### config.mk
export PLATFORM = sky130hd
export DESIGN_NAME = pc_ret_stack
export DESIGN_NICKNAME = d
export VERILOG_FILES = /design/src/rtl/stk_pkg.sv /design/src/rtl/stk_ctrl.sv /design/src/rtl/stk_datapath.sv /design/src/rtl/pc_ret_stack.sv
export SDC_FILE = /design/constraint.sdc
export NUM_CORES = 1
export LEC_CHECK = 0
export ABC_AREA = 1
export ABC_CLOCK_PERIOD_IN_PS = 3900
export BUFFER_PORTS_ARGS = -buffer_cell sky130_fd_sc_hd__buf_2
export CORE_MARGIN = 10
export CORE_UTILIZATION = 50
export DETAILED_ROUTE_END_ITERATION = 16
export GPL_ROUTABILITY_DRIVEN = 1
export PLACE_DENSITY_LB_ADDON = 0.3
export REMOVE_ABC_BUFFERS = 1
export SYNTH_ARGS = -nofsm -noshare
export SYNTH_HDL_FRONTEND = slang
export SYNTH_SLANG_ARGS = --single-unit
### constraint.sdc
create_clock -name clk -period 3.9 [get_ports clk]
set_input_delay 0.78 -clock clk [delete_from_list [all_inputs] [get_ports clk]]
set_output_delay 0.78 -clock clk [all_outputs]
set_load 0.02 [all_outputs]
### src/rtl/stk_pkg.sv
package stk_pkg;
  localparam int STK_IDX_MAX_W = 8;

  typedef struct packed {
    logic                     wr;
    logic [STK_IDX_MAX_W-1:0] wrIdx;
    logic                     rdValid;
    logic [STK_IDX_MAX_W-1:0] rdIdx;
  } stkStrobe_t;
endpackage

### src/rtl/stk_ctrl.sv
module stk_ctrl
  import stk_pkg::*;
#(
  parameter int DEPTH     = 33,
  parameter int LOW_MARK  = 3,
  parameter int HIGH_MARK = 28,
  localparam int CNT_W    = $clog2(DEPTH + 1)
) (
  input  logic             clk,
  input  logic             rstN,
  input  logic             pushReq,
  input  logic             popReq,
  input  logic             irqEn,
  output stkStrobe_t       strobe,
  output logic [CNT_W-1:0] cnt,
  output logic             isEmpty,
  output logic             isFull,
  output logic             ovfErr,
  output logic             undErr,
  output logic             irq
);
  localparam logic [CNT_W-1:0] CNT_MAX = CNT_W'(DEPTH);
  localparam logic [CNT_W-1:0] CNT_LOW = CNT_W'(LOW_MARK);
  localparam logic [CNT_W-1:0] CNT_HIGH = CNT_W'(HIGH_MARK);

  logic doReplace, doPush, doPop, pushBlocked, popBlocked;
  logic [CNT_W-1:0] cntNext;

  always_comb begin
    isEmpty     = (cnt == '0);
    isFull      = (cnt == CNT_MAX);
    doReplace   = pushReq && popReq && !isEmpty;
    doPush      = pushReq && !doReplace && !isFull;
    doPop       = popReq && !pushReq && !isEmpty;
    pushBlocked = pushReq && !popReq && isFull;
    popBlocked  = popReq && isEmpty;

    strobe.wr      = doReplace || doPush;
    strobe.wrIdx   = doReplace ? STK_IDX_MAX_W'(cnt - 1'b1) : STK_IDX_MAX_W'(cnt);
    strobe.rdValid = !isEmpty;
    strobe.rdIdx   = STK_IDX_MAX_W'(cnt - 1'b1);

    cntNext = cnt;
    if (doPush)     cntNext = cnt + 1'b1;
    else if (doPop) cntNext = cnt - 1'b1;

    irq = irqEn && ((cnt < CNT_LOW) || (cnt > CNT_HIGH));
  end

  always_ff @(posedge clk or negedge rstN) begin
    if (!rstN) begin
      cnt    <= '0;
      ovfErr <= 1'b0;
      undErr <= 1'b0;
    end else begin
      cnt <= cntNext;
      if (pushBlocked) ovfErr <= 1'b1;
      if (popBlocked)  undErr <= 1'b1;
    end
  end

  p_level_bound_r7: assert property (@(posedge clk) disable iff (!rstN)
    cnt <= CNT_MAX);
  p_no_overflow_r5: assert property (@(posedge clk) disable iff (!rstN)
    isFull && pushReq && !popReq |=> isFull && ovfErr);
  p_ovf_sticky_r5: assert property (@(posedge clk) disable iff (!rstN)
    ovfErr |=> ovfErr);
  p_no_underflow_r6: assert property (@(posedge clk) disable iff (!rstN)
    isEmpty && popReq |=> undErr);
  p_und_sticky_r6: assert property (@(posedge clk) disable iff (!rstN)
    undErr |=> undErr);
  p_replace_level_r4: assert property (@(posedge clk) disable iff (!rstN)
    pushReq && popReq && !isEmpty |=> $stable(cnt));
  p_irq_empty_r8: assert property (@(posedge clk) disable iff (!rstN)
    isEmpty && irqEn |-> irq);
  p_irq_full_r9: assert property (@(posedge clk) disable iff (!rstN)
    isFull && irqEn |-> irq);
  p_irq_gated_r10: assert property (@(posedge clk) disable iff (!rstN)
    !irqEn |-> !irq);
endmodule

### src/rtl/stk_datapath.sv
module stk_datapath
  import stk_pkg::*;
#(
  parameter int DEPTH  = 33,
  parameter int DATA_W = 16,
  localparam int IDX_W = (DEPTH > 1) ? $clog2(DEPTH) : 1
) (
  input  logic              clk,
  input  stkStrobe_t        strobe,
  input  logic [DATA_W-1:0] wrData,
  output logic [DATA_W-1:0] topData
);
  logic [DATA_W-1:0] mem [DEPTH];
  logic [IDX_W-1:0]  wrSel, rdSel;

  assign wrSel = strobe.wrIdx[IDX_W-1:0];
  assign rdSel = strobe.rdIdx[IDX_W-1:0];

  always_ff @(posedge clk) begin
    if (strobe.wr) mem[wrSel] <= wrData;
  end

  always_comb begin
    topData = '0;
    if (strobe.rdValid) topData = mem[rdSel];
  end

  p_write_in_range_r2: assert property (@(posedge clk)
    strobe.wr |-> (32'(wrSel) < DEPTH));
endmodule

### src/rtl/pc_ret_stack.sv
module pc_ret_stack
  import stk_pkg::*;
#(
  parameter int DEPTH     = 33,
  parameter int DATA_W    = 16,
  parameter int LOW_MARK  = 3,
  parameter int HIGH_MARK = 28,
  localparam int CNT_W    = $clog2(DEPTH + 1)
) (
  input  logic              clk,
  input  logic              rstN,
  input  logic              pushReq,
  input  logic              popReq,
  input  logic [DATA_W-1:0] pushAddr,
  input  logic              levelIrqEn,
  output logic [DATA_W-1:0] topAddr,
  output logic [CNT_W-1:0]  fillLevel,
  output logic              isEmpty,
  output logic              isFull,
  output logic              overflowErr,
  output logic              underflowErr,
  output logic              levelIrq
);
  stkStrobe_t strobe;

  stk_ctrl #(
    .DEPTH(DEPTH), .LOW_MARK(LOW_MARK), .HIGH_MARK(HIGH_MARK)
  ) u_ctrl (
    .clk(clk), .rstN(rstN), .pushReq(pushReq), .popReq(popReq),
    .irqEn(levelIrqEn), .strobe(strobe), .cnt(fillLevel),
    .isEmpty(isEmpty), .isFull(isFull), .ovfErr(overflowErr),
    .undErr(underflowErr), .irq(levelIrq)
  );

  stk_datapath #(
    .DEPTH(DEPTH), .DATA_W(DATA_W)
  ) u_dp (
    .clk(clk), .strobe(strobe), .wrData(pushAddr), .topData(topAddr)
  );
endmodule

==> out/qor.log, run 1 <==
INFO  floorplan      die_span_x=231um
INFO  clock_network  tritoncts_num_sinks=536
INFO  route          num_vias=15,000
INFO  floorplan      floorplan.rows=77
INFO  timing         whs=0.0183ns
INFO  grt            grt_pass1_vias=14,200
INFO  place          gp_congestion=0.943
INFO  finish         syn2layout_area_growth=14.4%
INFO  route          drtAntennaViolNets=0
INFO  timing         timing.slew.headroom=17.7%
INFO  logic_synthesis synth-edff-count=528
INFO  logic_synthesis post_synth_xor_area_fraction=0.270%
INFO  timing         tns=0ns
INFO  power_and_ir_drop irDropWorstVdd=0.637mV
INFO  timing         fmax=0.262GHz
INFO  finish         final_net_count=1,973
INFO  power_and_ir_drop combinationalPowerShare=44.7%
INFO  logic_synthesis ys_types=34
INFO  logic_synthesis count_of_state_elements_after_synthesis=536
INFO  power_and_ir_drop intPower=12.9mW
INFO  grt            grt_antenna_before_repair=0
INFO  clock_network  tritoncts=yes
INFO  power_and_ir_drop power=22.1mW
INFO  route          route.top_layer_used=met4
INFO  place          hpwlAfterDp=32,300um
INFO  clock_network  clk_latency=0.61ns
INFO  power_and_ir_drop sw_frac_of_total=41.5%
INFO  floorplan      fp.coreArea=44,000um2
INFO  power_and_ir_drop pwr-share-clk=24.4%
INFO  place          placed_area=23,200um2
INFO  logic_synthesis post_synth_and_or_nand_nor_area_fraction=22.8%
INFO  timing         final-max-slew-violation-count=0
INFO  timing         layout_min_cycle_time=3.81ns
INFO  logic_synthesis mux_contribution_to_synthesized_area=0%
INFO  clock_network  clk_pin_slew=0.06ns
INFO  finish         final_design_area_no_fill=25,400um2
INFO  grt            grt_util_all_layers=21.2%
INFO  logic_synthesis netlist_area=22,200um2
INFO  grt            globalRouteOverflowTotal=0
INFO  route          drt-vias-per-instance=5.82
INFO  clock_network  cts_buffer_depth=3
INFO  route          wl_met3=5960um
INFO  timing         max_slew.worst_pin.slew=1.23ns
INFO  logic_synthesis synth_area_per_cell=11.7um2
INFO  route          routed_wire_length_per_instance=22.8um
INFO  floorplan      die_h=231um
INFO  logic_synthesis register_area_share_after_synthesis=72.3%
INFO  finish         antenna-diode-count=0
INFO  place          place_ws=0.490ns
INFO  clock_network  htree_num_levels=2
INFO  clock_network  cts-hold-fix-buffers=0
INFO  grt            maximum_number_of_pins_on_one_net_before_global_route_repair=202
INFO  route          wl=58,700um
INFO  critical_path  critPathArrivalTime=3.03ns
INFO  floorplan      io-pin-count=48
INFO  route          dr.pass1.iters=7
INFO  place          buffer_ports.inserted=47
INFO  hold_path      hp-class=primary input to async pin
INFO  critical_path  setup.worst_path.end_class=output port
INFO  timing         postLayoutSetupSlackWorst=0.0876ns
INFO  logic_synthesis synth-warning-count=0
INFO  critical_path  startpoint_type=register
INFO  logic_synthesis largest_family_of_logic_cells_by_synthesized_area=simple AND/OR/NAND/NOR gates
INFO  logic_synthesis synthArstFlopShare=1.49%
INFO  logic_synthesis synthFlopType=sky130_fd_sc_hd__edfxtp_1
INFO  logic_synthesis synth_adder_area_share=0.225%
INFO  timing         skew=0.0330ns
INFO  grt            grt_first_pass_wirelength=86,900um
INFO  power_and_ir_drop power.density=869nW/um2
INFO  critical_path  timing.critical_path.fanout_max=31
INFO  power_and_ir_drop seqPwrFrac=30.8%
INFO  critical_path  timing_worst_setup_path_type=register to output port
INFO  route          route.detailed.drc=0
INFO  logic_synthesis syn_inst=1,902
INFO  logic_synthesis synth-compound-area-share=1.11%
INFO  floorplan      initial_standard_cell_utilization_of_the_core=50.5%
INFO  route          met1_wire_length=24,200um
INFO  timing         final.period_utilization=97.8%
INFO  power_and_ir_drop power.net_switching=9.17mW
INFO  clock_network  cts_buffers=53
INFO  floorplan      die-area=53,300um2
INFO  finish         layout-drive-gt1-share=12.9%
INFO  timing         setup-violations-final=0
INFO  clock_network  clk_root_buffer_cell=sky130_fd_sc_hd__clkbuf_16
INFO  timing         finalHoldViolations=0
INFO  route          routed-wl-met2=27,000um
INFO  run            max_cap_violations=0
INFO  route          iteration_0_drc_markers=2,204
INFO  power_and_ir_drop leakagePower=9.20nW
INFO  run_status     run_status=finished clean
INFO  critical_path  worst-endpoint-required=3.12ns
## power groups by stage
stage,sequential [mW],combinational (mW),clock (mW)
floorplan,7.15,5.35,0
global route,6.83,10.7,5.66
CTS,6.80,9.28,5.43
detailed placement,6.92,9.08,0
global placement,6.91,9.03,0
finish,6.80,9.87,5.39
## registers in the layout, summed over array words and instances (netlist names)
signal	count
u_ctrl.undErr	1
u_dp.mem	528
u_ctrl.cnt	6
u_ctrl.ovfErr	1
## cells by family (layout without fill, tap and decap cells)
logic type / after synthesis / count (layout)
AOI/OAI and AO/OA: 36 / 36
and+or+nand+nor: 1144 / 1144
adders and majority gates: 4 / 4
DFF: 536 / 536
buffers and inverters: 176 / 263
xor gates and xnor gates: 6 / 6
## cell usage in the layout, fill, tap and decap left out, drive strengths merged
cell type,instances
nand2,590
edfxtp,528
nand3,503
buf,104
clkbuf,65
inv,57
nor2,46
o21ai,27
clkinv,22
bufinv,11
dfrtp,8
o211ai,5
xor2,5
clkinvlp,4
ha,4
nor3,3
nand4,2
o31ai,1
xnor2,1
o21bai,1
a31o,1
a21oi,1
## worst max-delay path, cell delays in order (launching register included)
cell,delay [ns]
sky130_fd_sc_hd__dfrtp_4,0.49
sky130_fd_sc_hd__inv_8,0.09
sky130_fd_sc_hd__ha_4,0.33
sky130_fd_sc_hd__buf_12,0.24
sky130_fd_sc_hd__buf_4,0.28
sky130_fd_sc_hd__nand3_1,0.12
sky130_fd_sc_hd__nand3_1,0.08
sky130_fd_sc_hd__nand3_1,0.16
sky130_fd_sc_hd__nand3_1,0.23
sky130_fd_sc_hd__nand3_1,0.11
sky130_fd_sc_hd__nand2_1,0.08
sky130_fd_sc_hd__inv_1,0.03
sky130_fd_sc_hd__buf_2,0.15
## stage by stage
stage | utilization, % | instances
after floorplan | - | 1784
after global placement | 52.8 | 2476
after detailed placement | 52.8 | 2476
after CTS | 57.1 | 2573
after global routing | 57.7 | 2581
final | 57.7 | 2581
## Yosys cell counts (2+ instances only)
cell type,n,area share [%]
sky130_fd_sc_hd__buf_1,22,0.37
sky130_fd_sc_hd__buf_2,37,0.83
sky130_fd_sc_hd__buf_6,3,0.15
sky130_fd_sc_hd__clkbuf_1,55,0.93
sky130_fd_sc_hd__dfrtp_1,8,0.90
sky130_fd_sc_hd__edfxtp_1,528,71
sky130_fd_sc_hd__ha_1,4,0.23
sky130_fd_sc_hd__inv_1,50,0.84
sky130_fd_sc_hd__inv_2,6,0.10
sky130_fd_sc_hd__nand2_1,579,9.8
sky130_fd_sc_hd__nand2_2,7,0.20
sky130_fd_sc_hd__nand2_4,4,0.20
sky130_fd_sc_hd__nand3_1,499,11
sky130_fd_sc_hd__nand3_4,4,0.32
sky130_fd_sc_hd__nand4_1,2,0.056
sky130_fd_sc_hd__nor2_1,38,0.64
sky130_fd_sc_hd__nor2_2,6,0.17
sky130_fd_sc_hd__nor2_4,2,0.10
sky130_fd_sc_hd__nor3_1,3,0.068
sky130_fd_sc_hd__o211ai_1,5,0.17
sky130_fd_sc_hd__o21ai_0,19,0.43
sky130_fd_sc_hd__o21ai_1,2,0.045
sky130_fd_sc_hd__o21ai_2,3,0.12
sky130_fd_sc_hd__o21ai_4,3,0.22
sky130_fd_sc_hd__xor2_1,4,0.16
## worst paths after layout
kind	cells past startpoint	slack, ns	from	end
max	12	0.09	u_ctrl.cnt[0]	topAddr[13]
min	1	0.02	rstN	u_ctrl.cnt[4]
max reg2reg	12	0.45	u_ctrl.cnt[2]	u_dp.mem[5][14]
min reg2reg	1	0.48	u_ctrl.undErr	u_ctrl.undErr
max in group asynchronous	1	3.69	rstN	u_ctrl.cnt[0]
min in group clk	1	0.48	u_ctrl.undErr	u_ctrl.undErr
## per-layer routing
layer  GRT usage (%)  up-vias
met4            6.62        0
li1                -     6785
met1            30.0     7319
met3            3.85      107
met2            32.9      806
met5               0        -
## what timing repair did
action	CTS	global route
pin swaps	0	2
setup endpoints to repair	16	16
resized for setup	6	26
cloned	1	4
setup buffers	0	4
## layout make-up
class	instances	area, um2
multi-input cells	1190	5550
clock buffers	60	1350
inverters	58	244
well taps	592	741
repair buffers	109	968
flip-flops and latches	536	16100
fillers	3568	18600
clock inverters	36	493
Note: power is estimated with default switching activity, not from simulation.
==> run 2: changes to the inputs <==
--- a/config.mk
+++ b/config.mk
@@ -12,6 +12,7 @@
 export CORE_UTILIZATION = 50
 export DETAILED_ROUTE_END_ITERATION = 16
 export GPL_ROUTABILITY_DRIVEN = 1
+export GPL_TIMING_DRIVEN = 0
 export PLACE_DENSITY_LB_ADDON = 0.3
 export REMOVE_ABC_BUFFERS = 1
 export SYNTH_ARGS = -nofsm -noshare
==> run 2 against run 1 <==
  * Non-clock buffer count is 45 higher
  * Fmax is 1.2% lower
  * Core utilization is 4.4 points higher
  * Cell area is 7.7% higher
  * Critical path depth is 2 higher
  * Sequential power is 0.7% higher
  * Worst hold slack better by 0.010 ns
  * Clock power is 6.9% lower
==> out/qor.log, run 2 (synthesis gave the netlist of run 1 again) <==
INFO  timing         grt_setup_unrepaired=yes
INFO  grt            grt_antenna_before_repair=0
INFO  clock_network  clk_pin_slew=0.06ns
INFO  floorplan      die_h=231um
INFO  power_and_ir_drop irDropWorstVdd=0.800mV
INFO  floorplan      floorplan.rows=77
INFO  clock_network  cts_buffer_depth=3
INFO  clock_network  tritoncts_num_sinks=536
INFO  power_and_ir_drop intPower=14.8mW
INFO  clock_network  cts-hold-fix-buffers=0
INFO  place          hpwlAfterDp=30,500um
INFO  timing         final.period_utilization=99.0%
INFO  route          drt-vias-per-instance=5.98
INFO  clock_network  tritoncts=yes
INFO  finish         antenna-diode-count=0
INFO  critical_path  setup.worst_path.end_class=output port
INFO  timing         fmax=0.259GHz
INFO  route          iteration_0_drc_markers=2,244
INFO  clock_network  clk_latency=0.59ns
INFO  timing         timing.slew.headroom=32.7%
INFO  power_and_ir_drop sw_frac_of_total=42.3%
INFO  floorplan      fp.coreArea=44,000um2
INFO  route          wl=65,400um
INFO  grt            globalRouteOverflowTotal=0
INFO  floorplan      initial_standard_cell_utilization_of_the_core=50.5%
INFO  finish         final_cell_mix=560 x sky130_fd_sc_hd__nand2_1, 528 x sky130_fd_sc_hd__edfxtp_1, 408 x sky130_fd_sc_hd__nand3_1
INFO  timing         skew=0.0174ns
INFO  power_and_ir_drop seqPwrFrac=26.8%
INFO  timing         setup-violations-final=0
INFO  route          route.detailed.drc=0
INFO  timing         layout_min_cycle_time=3.86ns
INFO  grt            grt_util_all_layers=23.4%
INFO  floorplan      die-area=53,300um2
INFO  clock_network  htree_num_levels=2
INFO  finish         largest_register_ffs=528
INFO  power_and_ir_drop leakagePower=9.97nW
INFO  place          gp_congestion=0.814
INFO  power_and_ir_drop power=25.6mW
INFO  power_and_ir_drop power.density=936nW/um2
INFO  power_and_ir_drop combinationalPowerShare=53.6%
INFO  route          drtAntennaViolNets=0
INFO  run            max_cap_violations=0
INFO  critical_path  timing_worst_setup_path_type=register to output port
INFO  floorplan      die_span_x=231um
INFO  critical_path  critPathArrivalTime=3.08ns
INFO  place          buffer_ports.inserted=47
INFO  clock_network  cts_buffers=53
INFO  timing         max_slew.worst_pin.slew=1.01ns
INFO  finish         largest_register=u_dp.mem
INFO  run_status     run_status=finished clean
INFO  route          num_vias=15,800
INFO  finish         final_net_count=2,027
INFO  route          routed_wire_length_per_instance=24.8um
INFO  grt            maximum_number_of_pins_on_one_net_before_global_route_repair=88
INFO  grt            grt_pass1_vias=14,600
INFO  finish         layout_utilization=62.1%
INFO  finish         syn2layout_area_growth=23.2%
INFO  critical_path  startpoint_type=register
INFO  finish         final_common_cell=sky130_fd_sc_hd__nand2_1
INFO  critical_path  timing.critical_path.fanout_max=8
INFO  route          dr.pass1.iters=8
INFO  power_and_ir_drop power.net_switching=10.8mW
INFO  timing         final-max-slew-violation-count=0
INFO  grt            grt_first_pass_wirelength=93,400um
INFO  critical_path  worst-endpoint-required=3.12ns
INFO  floorplan      io-pin-count=48
INFO  hold_path      hp-class=primary input to async pin
INFO  power_and_ir_drop pwr-share-clk=19.6%
INFO  clock_network  clk_root_buffer_cell=sky130_fd_sc_hd__clkbuf_16
INFO  finish         reg_top3=u_dp.mem (528), u_ctrl.cnt (6)
INFO  finish         layout-drive-gt1-share=21.0%
INFO  timing         finalHoldViolations=0
[run 2: power groups by stage]
stage | Sequential, mW | Clock, mW | Combinational (mW)
after floorplan | 7.15 | 0 | 5.35
after global placement | 7.10 | 0 | 6.05
after detailed placement | 6.99 | 0 | 8.73
after CTS | 6.81 | 5.01 | 12.7
after global routing | 6.87 | 5.27 | 14.5
final | 6.85 | 5.02 | 13.7
[run 2: final timing paths]
path	from	end	slack, ns	cells past startpoint
max	u_ctrl.cnt[0]	topAddr[2]	0.04	14
min	rstN	u_ctrl.undErr	0.03	1
max reg2reg	u_ctrl.cnt[0]	u_dp.mem[24][10]	0.19	12
min reg2reg	u_ctrl.undErr	u_ctrl.undErr	0.48	1
max in group asynchronous	rstN	u_ctrl.cnt[0]	3.67	1
min in group clk	u_ctrl.undErr	u_ctrl.undErr	0.48	1
[run 2: cell type report]
type	count	area (um2)
Timing Repair Buffer	154	2230
Multi-Input combinational cell	1194	6290
Sequential cell	536	16100
Inverter	58	288
Timing Repair inverter	5	72.6
Clock inverter	34	309
Fill cell	3152	16700
Tap cell	592	741
Clock buffer	65	1370
[run 2: repair_timing]
action	in CTS	in global routing
setup endpoints to repair	550	52
gates resized for setup	179	40
setup buffers	37	10
gates cloned	28	6
pin swaps	56	20
[run 2: stage by stage]
stage	cell area, um2	hold WS (ns)	std cells	TNS (ns)	worst slack [ns]
final	27400	0.0286	2638	0	0.0399
after global routing	27400	0.0327	2638	-0.0336	-0.0214
after CTS	27000	0.0124	2625	-0.348	-0.0484
after detailed placement	23500	0.461	2461	-920.77	-2.34
after global placement	22700	0.455	2423	-	-26.18
after floorplan	21700	0.484	1784	-5391.33	-11.36
[run 2: worst max-delay path, cell delays in order, from the launching register on]
cell and delay [ns]:
sky130_fd_sc_hd__dfrtp_4 0.59, sky130_fd_sc_hd__inv_16 0.04, sky130_fd_sc_hd__buf_16 0.15, sky130_fd_sc_hd__ha_4 0.31
sky130_fd_sc_hd__buf_12 0.14, sky130_fd_sc_hd__buf_16 0.17, sky130_fd_sc_hd__buf_12 0.16, sky130_fd_sc_hd__nand3_1 0.08
sky130_fd_sc_hd__nand3_1 0.09, sky130_fd_sc_hd__nand3_1 0.19, sky130_fd_sc_hd__nand3_1 0.15, sky130_fd_sc_hd__nand3_2 0.09
sky130_fd_sc_hd__nand2_2 0.12, sky130_fd_sc_hd__inv_2 0.04, sky130_fd_sc_hd__buf_6 0.12
[run 2: metal layers]
metal	share of wire, %	vias to the layer above	global-route usage (%)
li1	-	6917	-
met1	37	7681	31.0
met2	47	1002	37.0
met3	12	174	5.24
met4	4.0	0	9.11
met5	0	-	0
==> run 3: changes to the inputs <==
==> constraint.sdc (replaced) <==
create_clock -name clk -period 3.9 [get_ports clk]
set_input_delay 0.585 -clock clk [delete_from_list [all_inputs] [get_ports clk]]
set_output_delay 0.585 -clock clk [all_outputs]
set_load 0.02 [all_outputs]
==> run 3 against run 2 <==
  * Sequential share of layout area increased by 2.1 points
  * Routed wire length fell by 4.1%
  * Sequential power about the same
  * Cell area is 3.5% lower
  * Critical path depth is 1 higher
  * Cell count decreased by 0.80%
  * Clock skew fell by 0.0057 ns
  * Largest power group unchanged
  * First-iteration DRC count increased by 8.3%
  * Die area did not move
  * Clock power about the same
==> out/qor.log, run 3 (synthesis gave the netlist of run 1 again) <==
INFO  timing         timing.slew.headroom=48.2%
INFO  route          dr.pass1.iters=6
INFO  power_and_ir_drop irDropWorstVdd=0.701mV
INFO  power_and_ir_drop intPower=13.6mW
INFO  floorplan      io-pin-count=48
INFO  finish         largest_register_ffs=528
INFO  power_and_ir_drop power.density=888nW/um2
INFO  timing         layout_min_cycle_time=3.82ns
INFO  clock_network  htree_num_levels=2
INFO  clock_network  clk_root_buffer_cell=sky130_fd_sc_hd__clkbuf_16
INFO  timing         grt_setup_unrepaired=no
INFO  floorplan      die_span_x=231um
INFO  place          buffer_ports.inserted=47
INFO  finish         final_common_cell=sky130_fd_sc_hd__nand2_1
INFO  clock_network  clk_latency=0.59ns
INFO  route          route.detailed.drc=0
INFO  timing         tns=0ns
INFO  critical_path  worst-endpoint-required=3.31ns
INFO  route          num_vias=15,500
INFO  place          gp_congestion=0.814
INFO  grt            globalRouteOverflowTotal=0
INFO  floorplan      die_h=231um
INFO  route          routed_wire_length_per_instance=24.0um
INFO  floorplan      floorplan.rows=77
INFO  route          drt-vias-per-instance=5.92
INFO  clock_network  clk_pin_slew=0.06ns
INFO  finish         layout_utilization=60.0%
INFO  floorplan      initial_standard_cell_utilization_of_the_core=50.5%
INFO  grt            maximum_number_of_pins_on_one_net_before_global_route_repair=88
INFO  power_and_ir_drop combinationalPowerShare=49.6%
INFO  timing         fmax=0.262GHz
INFO  floorplan      fp.coreArea=44,000um2
INFO  finish         antenna-diode-count=0
INFO  place          hpwlAfterDp=30,500um
INFO  critical_path  startpoint_type=register
INFO  finish         syn2layout_area_growth=18.9%
INFO  timing         whs=0.291ns
INFO  finish         layout-drive-gt1-share=16.1%
INFO  power_and_ir_drop sw_frac_of_total=42.1%
INFO  grt            grt_first_pass_wirelength=90,400um
INFO  grt            grt_pass1_vias=14,200
INFO  critical_path  setup.worst_path.end_class=output port
INFO  timing         skew=0.0117ns
INFO  power_and_ir_drop pwr-share-clk=21.3%
INFO  finish         reg_top3=u_dp.mem (528), u_ctrl.cnt (6)
INFO  grt            grt_util_all_layers=22.6%
INFO  grt            grt_antenna_before_repair=1
INFO  timing         final.period_utilization=98.0%
INFO  clock_network  tritoncts_num_sinks=536
INFO  power_and_ir_drop power.net_switching=9.87mW
INFO  floorplan      die-area=53,300um2
INFO  route          iteration_0_drc_markers=2,431
INFO  finish         final_cell_mix=566 x sky130_fd_sc_hd__nand2_1, 528 x sky130_fd_sc_hd__edfxtp_1, 473 x sky130_fd_sc_hd__nand3_1
INFO  place          place_ws=-2.25ns
INFO  clock_network  cts_buffers=53
INFO  power_and_ir_drop seqPwrFrac=29.1%
INFO  critical_path  timing_worst_setup_path_type=register to output port
INFO  timing         max_slew.worst_pin.slew=0.777ns
INFO  finish         final_net_count=2,006
INFO  run_status     run_status=finished clean
INFO  route          drtAntennaViolNets=0
INFO  timing         final-max-slew-violation-count=0
INFO  power_and_ir_drop leakagePower=9.61nW
INFO  clock_network  tritoncts=yes
INFO  finish         final_design_area_no_fill=26,400um2
INFO  run            max_cap_violations=0
INFO  timing         setup-violations-final=0
INFO  timing         finalHoldViolations=0
INFO  clock_network  cts_buffer_depth=3
INFO  critical_path  timing.critical_path.fanout_max=22
INFO  place          placed_area=23,500um2
INFO  hold_path      hp-class=primary input to register
INFO  critical_path  critPathArrivalTime=3.24ns
INFO  route          wl=62,700um
INFO  timing         postLayoutSetupSlackWorst=0.0783ns
INFO  finish         largest_register=u_dp.mem
==> run 3: per-stage QoR <==
step | cells | power (mW)
floorplan | 1784 | 12.5
global placement | 2423 | 13.1
detailed placement | 2461 | 15.7
CTS | 2608 | 22.9
global route | 2617 | 24.5
finish | 2617 | 23.4
==> run 3: worst max-delay path, stage by stage, from the launching register on <==
cell and delay [ns]:
sky130_fd_sc_hd__dfrtp_4 0.51, sky130_fd_sc_hd__buf_16 0.17, sky130_fd_sc_hd__inv_16 0.03, sky130_fd_sc_hd__buf_16 0.14, sky130_fd_sc_hd__ha_4 0.20, sky130_fd_sc_hd__inv_4 0.14, sky130_fd_sc_hd__nand2_8 0.11, sky130_fd_sc_hd__nand2_8 0.16
sky130_fd_sc_hd__bufbuf_16 0.35, sky130_fd_sc_hd__nand3_1 0.10, sky130_fd_sc_hd__nand3_1 0.18, sky130_fd_sc_hd__nand3_1 0.13, sky130_fd_sc_hd__nand3_1 0.10, sky130_fd_sc_hd__nand2_1 0.08, sky130_fd_sc_hd__inv_1 0.05, sky130_fd_sc_hd__buf_2 0.15
==> run 3: layer usage <==
metal	part of all wire, %	vias up	GRT usage (%)	routed length [um]
li1	-	6869	-	-
met1	39	7568	30.9	24500
met2	47	927	35.9	29600
met3	11	124	4.46	6860
met4	2.8	2	7.03	1740
met5	0.021	-	0	13
==> run 3: area by class of cell <==
class                   instances  area (um2)
fillers                      3274       17600
clock inverters                34         309
inverters                      58         267
repair inverters                5        46.3
well taps                     592         741
repair buffers                134        1790
flip-flops and latches        536       16100
multi-input cells            1193        5830
clock buffers                  65        1370
==> run 3: path summary, 6_finish.rpt <==
check,from,endpoint,slack [ns],cells past startpoint
worst max-delay path,u_ctrl.cnt[0],topAddr[11],0.08,15
worst min-delay path,popReq,u_ctrl.undErr,0.29,3
worst max register to register,u_ctrl.cnt[2],u_dp.mem[22][7],0.20,13
worst min register to register,u_ctrl.undErr,u_ctrl.undErr,0.48,1
max in group asynchronous,rstN,u_ctrl.cnt[0],3.33,2
min in group asynchronous,rstN,u_ctrl.ovfErr,0.37,2
==> run 3: power groups by stage <==
stage          clock network, mW  registers [mW]  logic (mW)
3_3_place_gp                   0            7.10        6.05
3_5_place_dp                   0            6.99        8.73
5_1_grt                     5.25            6.85        12.4
4_1_cts                     5.01            6.80        11.1
6_report                    4.99            6.83        11.6
2_1_floorplan                  0            7.15        5.35
==> run 3: repair_timing <==
action,4_1_cts,5_1_grt
gates resized for setup,58,21
endpoints found under the hold margin,8,0
hold buffers,1,0
cloned,23,4
pin swaps,7,5
buffers inserted,24,6
endpoints found under the setup margin,550,102
